### config.mk
export PLATFORM = sky130hd
export DESIGN_NAME = uart_tx_flow
export DESIGN_NICKNAME = d
export VERILOG_FILES = /design/src/rtl/uart_tx_pkg.sv /design/src/rtl/tx_byte_queue.sv /design/src/rtl/cts_synchronizer.sv /design/src/rtl/tx_frame_shifter.sv /design/src/rtl/uart_tx_flow.sv
export SDC_FILE = /design/constraint.sdc
export NUM_CORES = 1
export LEC_CHECK = 0
export ABC_AREA = 1
export BUFFER_PORTS_ARGS = -buffer_cell sky130_fd_sc_hd__buf_2
export CELL_PAD_IN_SITES_DETAIL_PLACEMENT = 1
export CELL_PAD_IN_SITES_GLOBAL_PLACEMENT = 2
export CORE_UTILIZATION = 40
export CTS_BUF_LIST = sky130_fd_sc_hd__clkbuf_8
export DETAILED_ROUTE_END_ITERATION = 16
export PLACE_DENSITY = 0.77
export SYNTH_ARGS = -nofsm -noshare
export SYNTH_HDL_FRONTEND = slang
export SYNTH_HIERARCHICAL = 1
export SYNTH_SLANG_ARGS = --single-unit
### constraint.sdc
create_clock -name clk -period 2.8 [get_ports clk]
set_clock_uncertainty 0.1 [all_clocks]
set_input_delay 0.56 -clock clk [delete_from_list [all_inputs] [get_ports clk]]
set_output_delay 0.56 -clock clk [all_outputs]
set_load 0.05 [all_outputs]
### src/rtl/uart_tx_pkg.sv
package uart_tx_pkg;
  typedef enum logic [1:0] {
    ST_IDLE  = 2'd0,
    ST_START = 2'd1,
    ST_DATA  = 2'd2,
    ST_STOP  = 2'd3
  } tx_state_e;
endpackage

### src/rtl/tx_byte_queue.sv
module tx_byte_queue #(
  parameter int WIDTH = 8,
  parameter int DEPTH = 16
) (
  input  logic             clk,
  input  logic             rst_n,
  input  logic             in_valid,
  input  logic [WIDTH-1:0] in_data,
  output logic             in_ready,
  input  logic             pop,
  output logic [WIDTH-1:0] head,
  output logic             full,
  output logic             empty
);
  localparam int AW = $clog2(DEPTH);

  logic [WIDTH-1:0] mem [DEPTH];
  logic [AW-1:0]    wptr, rptr;
  logic [AW:0]      count;
  logic             push;

  assign full     = (count == (AW+1)'(DEPTH));
  assign empty    = (count == '0);
  assign in_ready = !full;
  assign push     = in_valid && in_ready;
  assign head     = mem[rptr];

  always_ff @(posedge clk) begin
    if (push) mem[wptr] <= in_data;
  end

  always_ff @(posedge clk or negedge rst_n) begin
    if (!rst_n) begin
      wptr  <= '0;
      rptr  <= '0;
      count <= '0;
    end else begin
      if (push) wptr <= (wptr == AW'(DEPTH-1)) ? '0 : wptr + 1'b1;
      if (pop)  rptr <= (rptr == AW'(DEPTH-1)) ? '0 : rptr + 1'b1;
      count <= count + (AW+1)'(push) - (AW+1)'(pop);
    end
  end

  AST_FULL_HOLD: assert property (@(posedge clk) disable iff (!rst_n)
    (full && !pop) |=> (full && count == $past(count)));
  AST_NO_POP_EMPTY: assert property (@(posedge clk) disable iff (!rst_n)
    pop |-> !empty);
endmodule

### src/rtl/cts_synchronizer.sv
module cts_synchronizer #(
  parameter int STAGES = 2
) (
  input  logic clk,
  input  logic rst_n,
  input  logic async_in,
  output logic sync_out
);
  logic [STAGES-1:0] chain;

  always_ff @(posedge clk or negedge rst_n) begin
    if (!rst_n) chain <= '1;
    else        chain <= {chain[STAGES-2:0], async_in};
  end

  assign sync_out = chain[STAGES-1];
endmodule

### src/rtl/tx_frame_shifter.sv
module tx_frame_shifter
  import uart_tx_pkg::*;
#(
  parameter int WIDTH         = 8,
  parameter int TICKS_PER_BIT = 16
) (
  input  logic             clk,
  input  logic             rst_n,
  input  logic             baud_tick,
  input  logic             flow_en,
  input  logic             cts_n_sync,
  input  logic             q_empty,
  input  logic [WIDTH-1:0] q_head,
  output logic             pop,
  output logic             txd
);
  localparam int TW = $clog2(TICKS_PER_BIT);
  localparam int BW = $clog2(WIDTH);

  tx_state_e        state;
  logic [WIDTH-1:0] shreg;
  logic [BW-1:0]    bit_idx;
  logic [TW-1:0]    tick_cnt;
  logic             bit_done;
  logic             launch;

  assign launch   = (state == ST_IDLE) && !q_empty && (!flow_en || !cts_n_sync);
  assign pop      = launch;
  assign bit_done = baud_tick && (tick_cnt == TW'(TICKS_PER_BIT-1));

  always_ff @(posedge clk or negedge rst_n) begin
    if (!rst_n) begin
      state    <= ST_IDLE;
      shreg    <= '0;
      bit_idx  <= '0;
      tick_cnt <= '0;
    end else begin
      if (state != ST_IDLE && baud_tick)
        tick_cnt <= bit_done ? '0 : tick_cnt + 1'b1;
      unique case (state)
        ST_IDLE: if (launch) begin
          shreg    <= q_head;
          tick_cnt <= '0;
          state    <= ST_START;
        end
        ST_START: if (bit_done) begin
          bit_idx <= '0;
          state   <= ST_DATA;
        end
        ST_DATA: if (bit_done) begin
          shreg   <= shreg >> 1;
          bit_idx <= bit_idx + 1'b1;
          if (bit_idx == BW'(WIDTH-1)) state <= ST_STOP;
        end
        ST_STOP: if (bit_done) state <= ST_IDLE;
        default: state <= ST_IDLE;
      endcase
    end
  end

  always_comb begin
    unique case (state)
      ST_START: txd = 1'b0;
      ST_DATA:  txd = shreg[0];
      default:  txd = 1'b1;
    endcase
  end

  AST_STALL_HOLD: assert property (@(posedge clk) disable iff (!rst_n)
    (state == ST_IDLE && flow_en && cts_n_sync) |=> (state == ST_IDLE && txd));
  AST_NO_ABORT: assert property (@(posedge clk) disable iff (!rst_n)
    (state == ST_START || state == ST_DATA) |=> (state != ST_IDLE));
  AST_BIT_HOLD: assert property (@(posedge clk) disable iff (!rst_n)
    (state != ST_IDLE && !baud_tick) |=> $stable(txd));
  AST_FREE_RUN: assert property (@(posedge clk) disable iff (!rst_n)
    (state == ST_IDLE && !flow_en && !q_empty) |=> (state == ST_START));
endmodule

### src/rtl/uart_tx_flow.sv
module uart_tx_flow #(
  parameter int WIDTH         = 8,
  parameter int DEPTH         = 16,
  parameter int TICKS_PER_BIT = 16,
  parameter int SYNC_STAGES   = 2
) (
  input  logic             clk,
  input  logic             rst_n,
  input  logic             wr_valid,
  input  logic [WIDTH-1:0] wr_data,
  output logic             wr_ready,
  output logic             fifo_full,
  output logic             fifo_empty,
  input  logic             baud_tick,
  input  logic             cts_n,
  input  logic             flow_en,
  output logic             txd
);
  logic             pop;
  logic [WIDTH-1:0] head;
  logic             cts_n_sync;

  tx_byte_queue #(.WIDTH(WIDTH), .DEPTH(DEPTH)) u_queue (
    .clk(clk), .rst_n(rst_n),
    .in_valid(wr_valid), .in_data(wr_data), .in_ready(wr_ready),
    .pop(pop), .head(head), .full(fifo_full), .empty(fifo_empty)
  );

  cts_synchronizer #(.STAGES(SYNC_STAGES)) u_sync (
    .clk(clk), .rst_n(rst_n), .async_in(cts_n), .sync_out(cts_n_sync)
  );

  tx_frame_shifter #(.WIDTH(WIDTH), .TICKS_PER_BIT(TICKS_PER_BIT)) u_shift (
    .clk(clk), .rst_n(rst_n), .baud_tick(baud_tick),
    .flow_en(flow_en), .cts_n_sync(cts_n_sync),
    .q_empty(fifo_empty), .q_head(head), .pop(pop), .txd(txd)
  );

  AST_READY_FULL: assert property (@(posedge clk) disable iff (!rst_n)
    (fifo_full && !pop) |=> !wr_ready);
endmodule

Word level (Yosys, flattened, before mapping)
Memories as Yosys holds them, arrays and structs flattened.
Cells that the tools add are included.
{"block": "word_totals", "ram_bits": 128, "wordCells": 67, "output_inout_bits": 4, "memories": 1, "input_bits": 14, "reg_bits": 32}
{"block": "op_classes", "addsub": 6, "reduce_logical": 18, "mux": 21, "n_eq_ne": 13}
{"name": "u_queue.mem", "depth": 16, "word_bits": 8, "rd": 1, "rd_clocked_by_memory_dff": 0, "write_ports": 1, "line_no": "tx_byte_queue.sv:17", "source": "logic [WIDTH-1:0] mem [DEPTH];"}
{"cell": "4-bit two-way mux", "n": 6}
{"cell": "8-bit two-way mux", "n": 2}
{"cell": "8-bit one-hot mux with 2 select lines", "n": 1}
{"cell": "4-bit by 1-bit adder with 4-bit output, second input constant", "n": 3}
{"cell": "4-bit equality test, second input constant", "n": 3}
{"cell": "2-bit two-way mux", "n": 5}
{"cell": "2-bit by 1-bit inequality test with 1-bit output, second input constant", "n": 4}
{"cell": "2-bit one-hot mux with 4 select lines", "n": 1}
{"cell": "3-bit two-way mux", "n": 2}
{"cell": "3-bit one-hot mux with 2 select lines", "n": 1}
{"cell": "3-bit AND reduction", "n": 2}
{"cell": "2-bit nonzero test", "n": 3}
{"cell": "5-bit by 1-bit adder with 5-bit output", "n": 1}
{"cell": "5-bit equality test, second input constant", "n": 1}
{"cell": "1-bit logical AND", "n": 5}
{"cell": "5-bit zero test", "n": 1}
{"cell": "5-bit AND reduction", "n": 1}
{"cell": "5-bit by 1-bit subtractor with 5-bit output", "n": 1}
{"cell": "2-bit equality test, second input constant", "n": 2}
{"cell": "1-bit zero test", "n": 4}
{"cell": "3-bit by 1-bit adder with 3-bit output, second input constant", "n": 1}
{"cell": "3-bit equality test, second input constant", "n": 1}
{"cell": "2-bit by 1-bit equality test with 1-bit output, second input constant", "n": 1}
{"cell": "2-bit zero test", "n": 1}
{"cell": "other kinds (4)", "n": 5}

Logic depth before layout (Yosys ltp)
{"block": "logic_depth", "word_depth": 6, "ltp_mapped": 14, "mapped_depth_nobuf": 14}

Cells and area by module
The synthesis kept the hierarchy.
{"module": "tx_byte_queue", "cells_per_inst": 658, "area_each_um2": 6454.9, "instances": 1}
{"module": "tx_frame_shifter", "cells_per_inst": 136, "area_each_um2": 1011.0, "instances": 1}
{"module": "cts_synchronizer", "cells_per_inst": 2, "area_each_um2": 52.6, "instances": 1}

Worst setup path after synthesis
Ideal clock, no wire load.
{"block": "synth_path", "path_kind": "register -> register", "startpoint": "register u_queue.count[3]", "endpoint": "register u_queue.count[4]", "n_path_buf": 0, "period_less_slack_ns": 3.176, "path_stages_with_launch": 15, "t_arrival_ns": 2.997, "setup_time_ns": 0.079, "setup_slack_ns": -0.376, "required_ns": 2.621, "path_cell_list": "dfrtp_1 inv_1 ha_1 nand3_1 nor2_1 inv_1 nand3_1 inv_1 ha_1 inv_1 ha_1 inv_1 fa_1 o21ai_0 xor2_1"}
{"block": "synth_via", "elab_chain_len": 5, "word_cells_on_any_way": 9, "classes_between": "add/sub: 2; eq/ne: 1; reduce/logical: 6"}
{"element": "start: declaration", "line_no": "tx_byte_queue.sv:19", "source": "logic [AW:0] count;"}
{"element": "start signal: assignment", "line_no": "tx_byte_queue.sv:40", "source": "count <= count + (AW+1)'(push) - (AW+1)'(pop);"}
{"element": "5-bit zero test", "line_no": "tx_byte_queue.sv:23", "source": "assign empty = (count == '0);"}
{"element": "via fifo_empty", "line_no": "uart_tx_flow.sv:13", "source": "output logic fifo_empty,"}
{"element": "1-bit zero test", "line_no": "tx_frame_shifter.sv:27", "source": "assign launch = (state == ST_IDLE) && !q_empty && (!flow_en || !cts_n_sync);"}
{"element": "1-bit logical AND (2 in a row)", "line_no": "tx_frame_shifter.sv:27"}
{"element": "via pop", "line_no": "uart_tx_flow.sv:19", "source": "logic pop;"}
{"element": "5-bit by 1-bit subtractor with 5-bit output", "line_no": "tx_byte_queue.sv:40"}
The timed path passes the listed nets, and every way through them passes these cells.
A chain may end at the register's enable or synchronous reset.

Worst setup path after layout
{"block": "layout_path", "startpoint": "register u_queue.count[3]", "endpoint": "register u_queue.count[4]"}
{"block": "layout_via", "elab_chain_len": 5, "word_cells_on_any_way": 9, "classes_between": "add/sub: 2; eq/ne: 1; reduce/logical: 6"}
{"element": "5-bit zero test", "line_no": "tx_byte_queue.sv:23"}
{"element": "1-bit zero test", "line_no": "tx_frame_shifter.sv:27"}
{"element": "1-bit logical AND (2 in a row)", "line_no": "tx_frame_shifter.sv:27"}
{"element": "via pop", "line_no": "uart_tx_flow.sv:19"}
{"element": "5-bit by 1-bit subtractor with 5-bit output", "line_no": "tx_byte_queue.sv:40"}
The timed path passes the listed nets, and every way through them passes these cells.

==> run_results.csv <==
group,metric,value,unit
logic_synthesis,synth_area,7520,um^2
cts,cts_setup_buffers,0,
cts,path_clk_slew,100,ps
setup_path,cp_common_cell,"inv_1",
power_and_ir_drop,peakVddDrop,0.546,mV
finish,final_cells,1062,
finish,layout-drive-gt1-share,9.48,%
cts,htreeDepth,4,
setup_path,r2r_slack,280,ps
setup_path,worst-path-buf-inv,5,
setup_path,slowest_delay,410,ps
timing,hold_viol_final,0,
setup_path,rr_worst_depth,14,
timing,finalMaxSlewViolations,0,
floorplanning,start_util,41.3,%
floorplanning,dieWidth,139,um
flow_run,max_cap_viol_count,0,
outcome,status,"completed",
cts,cts_buffers,17,
logic_synthesis,synth_fp_nets,830,
logic_synthesis,synthCells,796,
timing,rsz0062_at_grt,"false",
timing,tns,0,ps
floorplanning,die-area,19300,um^2
placement,dp_hpwl,12700,um
finish,num-fill-cells,2076,
cts,cts_root_buffer,"clkbuf_8",
cts,cts_sinks,160,
power_and_ir_drop,cellPowerDensity,985,nW/um^2
logic_synthesis,ys_types,35,
finish,area_growth,9.47,%
routing,wl_per_cell,17.6,um
global_routing,grt_max_degree,66,
logic_synthesis,ys_seq_area_share,61.8,%
timing,period_share,90.0,%
logic_synthesis,synth-edff-count,128,
finish,fin_nets,854,
placement,portBuffers,17,
power_and_ir_drop,p_leak,3.82,nW
logic_synthesis,avgSynthCellArea,9.45,um^2
floorplanning,ios,18,
setup_path,endpoint_kind,"flop",
routing,routed_wl,18700,um
cts,insertion_delay,450,ps
setup_path,path_depth,14,
global_routing,gr-total-overflow,0,
logic_synthesis,ys_seq_elements,160,
finish,num_antenna_cells,0,
logic_synthesis,synthFlopType,"edfxtp_1",
setup_path,cp.required,3080,ps
cts,clockBufferDepth,2,
routing,postRouteAntennaNets,0,
logic_synthesis,async_reset_ff_share,20.0,%
routing,avgViaCountPerCell,4.82,
timing,period_needed,2520,ps
timing,worst_pin_slew,785,ps
floorplanning,rows,49,
finish,final_cell_mix,"nand2_1 (281), inv_1 (148), edfxtp_1 (128)",
timing,fmax,0.397,GHz
routing,route.detailed.drc,0,
timing,relSlewSlack,47.7,%
global_routing,grt_pass1_wl,30300,um
global_routing,grt_pass1_vias,5632,
setup_path,cp_slowest_cell,"dfrtp_1",
placement,gp_congestion,0.798,
finish,final_common_cell,"nand2_1",
cts,cts_tree,"done",
global_routing,grt.total_usage,21.0,%
floorplanning,core_area,18200,um^2
timing,setup_viol,0,
placement,dp.cells,1030,
setup_path,cp-start-kind,"flop",
floorplanning,dieHeight,139,um
setup_path,crit_chain,"inv_1 -> ha_1 -> nand3_1 -> nor2_4 -> inv_1 -> nand3_1 -> inv_1 -> ha_1 -> inv_1 -> ha_1 -> inv_1 -> fa_2 -> o21ai_2 -> xor2_1",
setup_path,path_max_fanout,2,
global_routing,antenna_found_initial,0,
finish,finish.utilization,45.2,%
hold_path,hp-class,"in2async",
logic_synthesis,yosysWarnings,6,
routing,num_vias,5118,
timing,whs,84.5,ps
setup_path,critPathKind,"reg2reg",
routing,drtIter0Drc,215,
setup_path,arrival,2800,ps
routing,first_pass_iters,6,
setup_path,cpLargestDelayFamily,"adder cells",
==> path summary, 6_finish.rpt <==
kind / startpoint / endpoint
setup reg to reg: u_queue/count[3] / u_queue/count[4]
hold / removal: rst_n / u_shift/shreg[5]
setup / recovery: u_queue/count[3] / u_queue/count[4]
min in group clk: cts_n / u_sync/chain[0]
hold reg to reg: u_sync/chain[0] / u_sync/chain[1]
max in group asynchronous: rst_n / u_queue/rptr[0]
==> sequential cells by signal, summed over array words and instances (netlist names) <==
name              cells
u_queue/rptr          4
u_shift/bit_idx       3
u_shift/shreg         8
u_queue/wptr          4
u_shift/tick_cnt      4
u_sync/chain          2
u_shift/state         2
u_queue/mem         128
u_queue/count         5
==> kinds of logic after synthesis <==
kind of cell	synth area share (%)
flip-flops	61.8
buffers and inverters	9.90
XOR/XNOR	0.466
adder cells (fa/ha/maj)	3.43
AND/OR/NAND/NOR	23.2
AO/OA/AOI/OAI	1.16
==> final cells by class <==
cell class,count,area (um^2),area share (%)
timing repair buffer,30,195,2.37
multi-input combinational,457,2140,26.0
clock buffer,18,248,3.01
clock inverter,14,131,1.60
inverter,154,578,7.02
sequential,160,4650,56.5
tap,229,287,3.48
==> repair_timing <==
item	CTS	global route
resized for setup	0	3
endpoints found under the setup margin	0	2
hold buffers	0	0
==> through the flow <==
stage / cell area [um^2] / setup slack, ps / total power, mW
finish: 8230 / 281 / 8.11
global route: 8230 / 84.5 / 8.74
CTS: 8220 / 102 / 8.19
detailed placement: 7840 / 208 / 6.51
global placement: 7840 / 333 / 6.36
floorplan: 7530 / 3.53 / 5.55
==> power breakdown <==
group	total, mW	internal (mW)	switching, mW	leakage [nW]
Combinational	3.29	0.994	2.30	2.08
Sequential	3.16	2.94	0.228	1.55
Clock	1.65	0.742	0.908	0.194
Total	8.11	4.67	3.43	3.82
==> Yosys cell counts, types with 2 or more instances <==
cell      number  area share (%)
buf_2         12            0.80
dfstp_2        2            0.70
buf_4          7            0.70
nor2_1        21             1.0
xor2_1         2            0.23
a21oi_1        4            0.27
nand4_1        5            0.42
dfrtp_1       30              10
o21ai_0        8            0.53
inv_1        147             7.3
buf_6          4            0.60
inv_2          4            0.20
nand2_1      281              14
edfxtp_1     128              51
nor3_1         2            0.13
xnor2_1        2            0.23
nand3_1       99             6.6
ha_1          19             3.2
clkinv_1       3            0.15
==> worst reg2reg max path, cell delays in order, from the launching register on <==
cell     delay (ps)
dfrtp_1         410
inv_1            80
ha_1            160
nand3_1         130
nor2_4          100
inv_1            50
nand3_1          90
inv_1            60
ha_1            290
inv_1            60
ha_1            170
inv_1            60
fa_2            370
o21ai_2         160
xor2_1          160
==> per-layer routing <==
| metal | share of wire [%] | wire [um] | GRT usage [%] |
|---|---|---|---|
| met1 | 48 | 8960 | 28.1 |
| met2 | 49 | 9130 | 35.2 |
| met3 | 2.7 | 509 | 3.94 |
| met4 | 0.66 | 123 | 4.91 |
| met5 | 0 | 0 | 0 |
(Power assumes the default switching activity.)
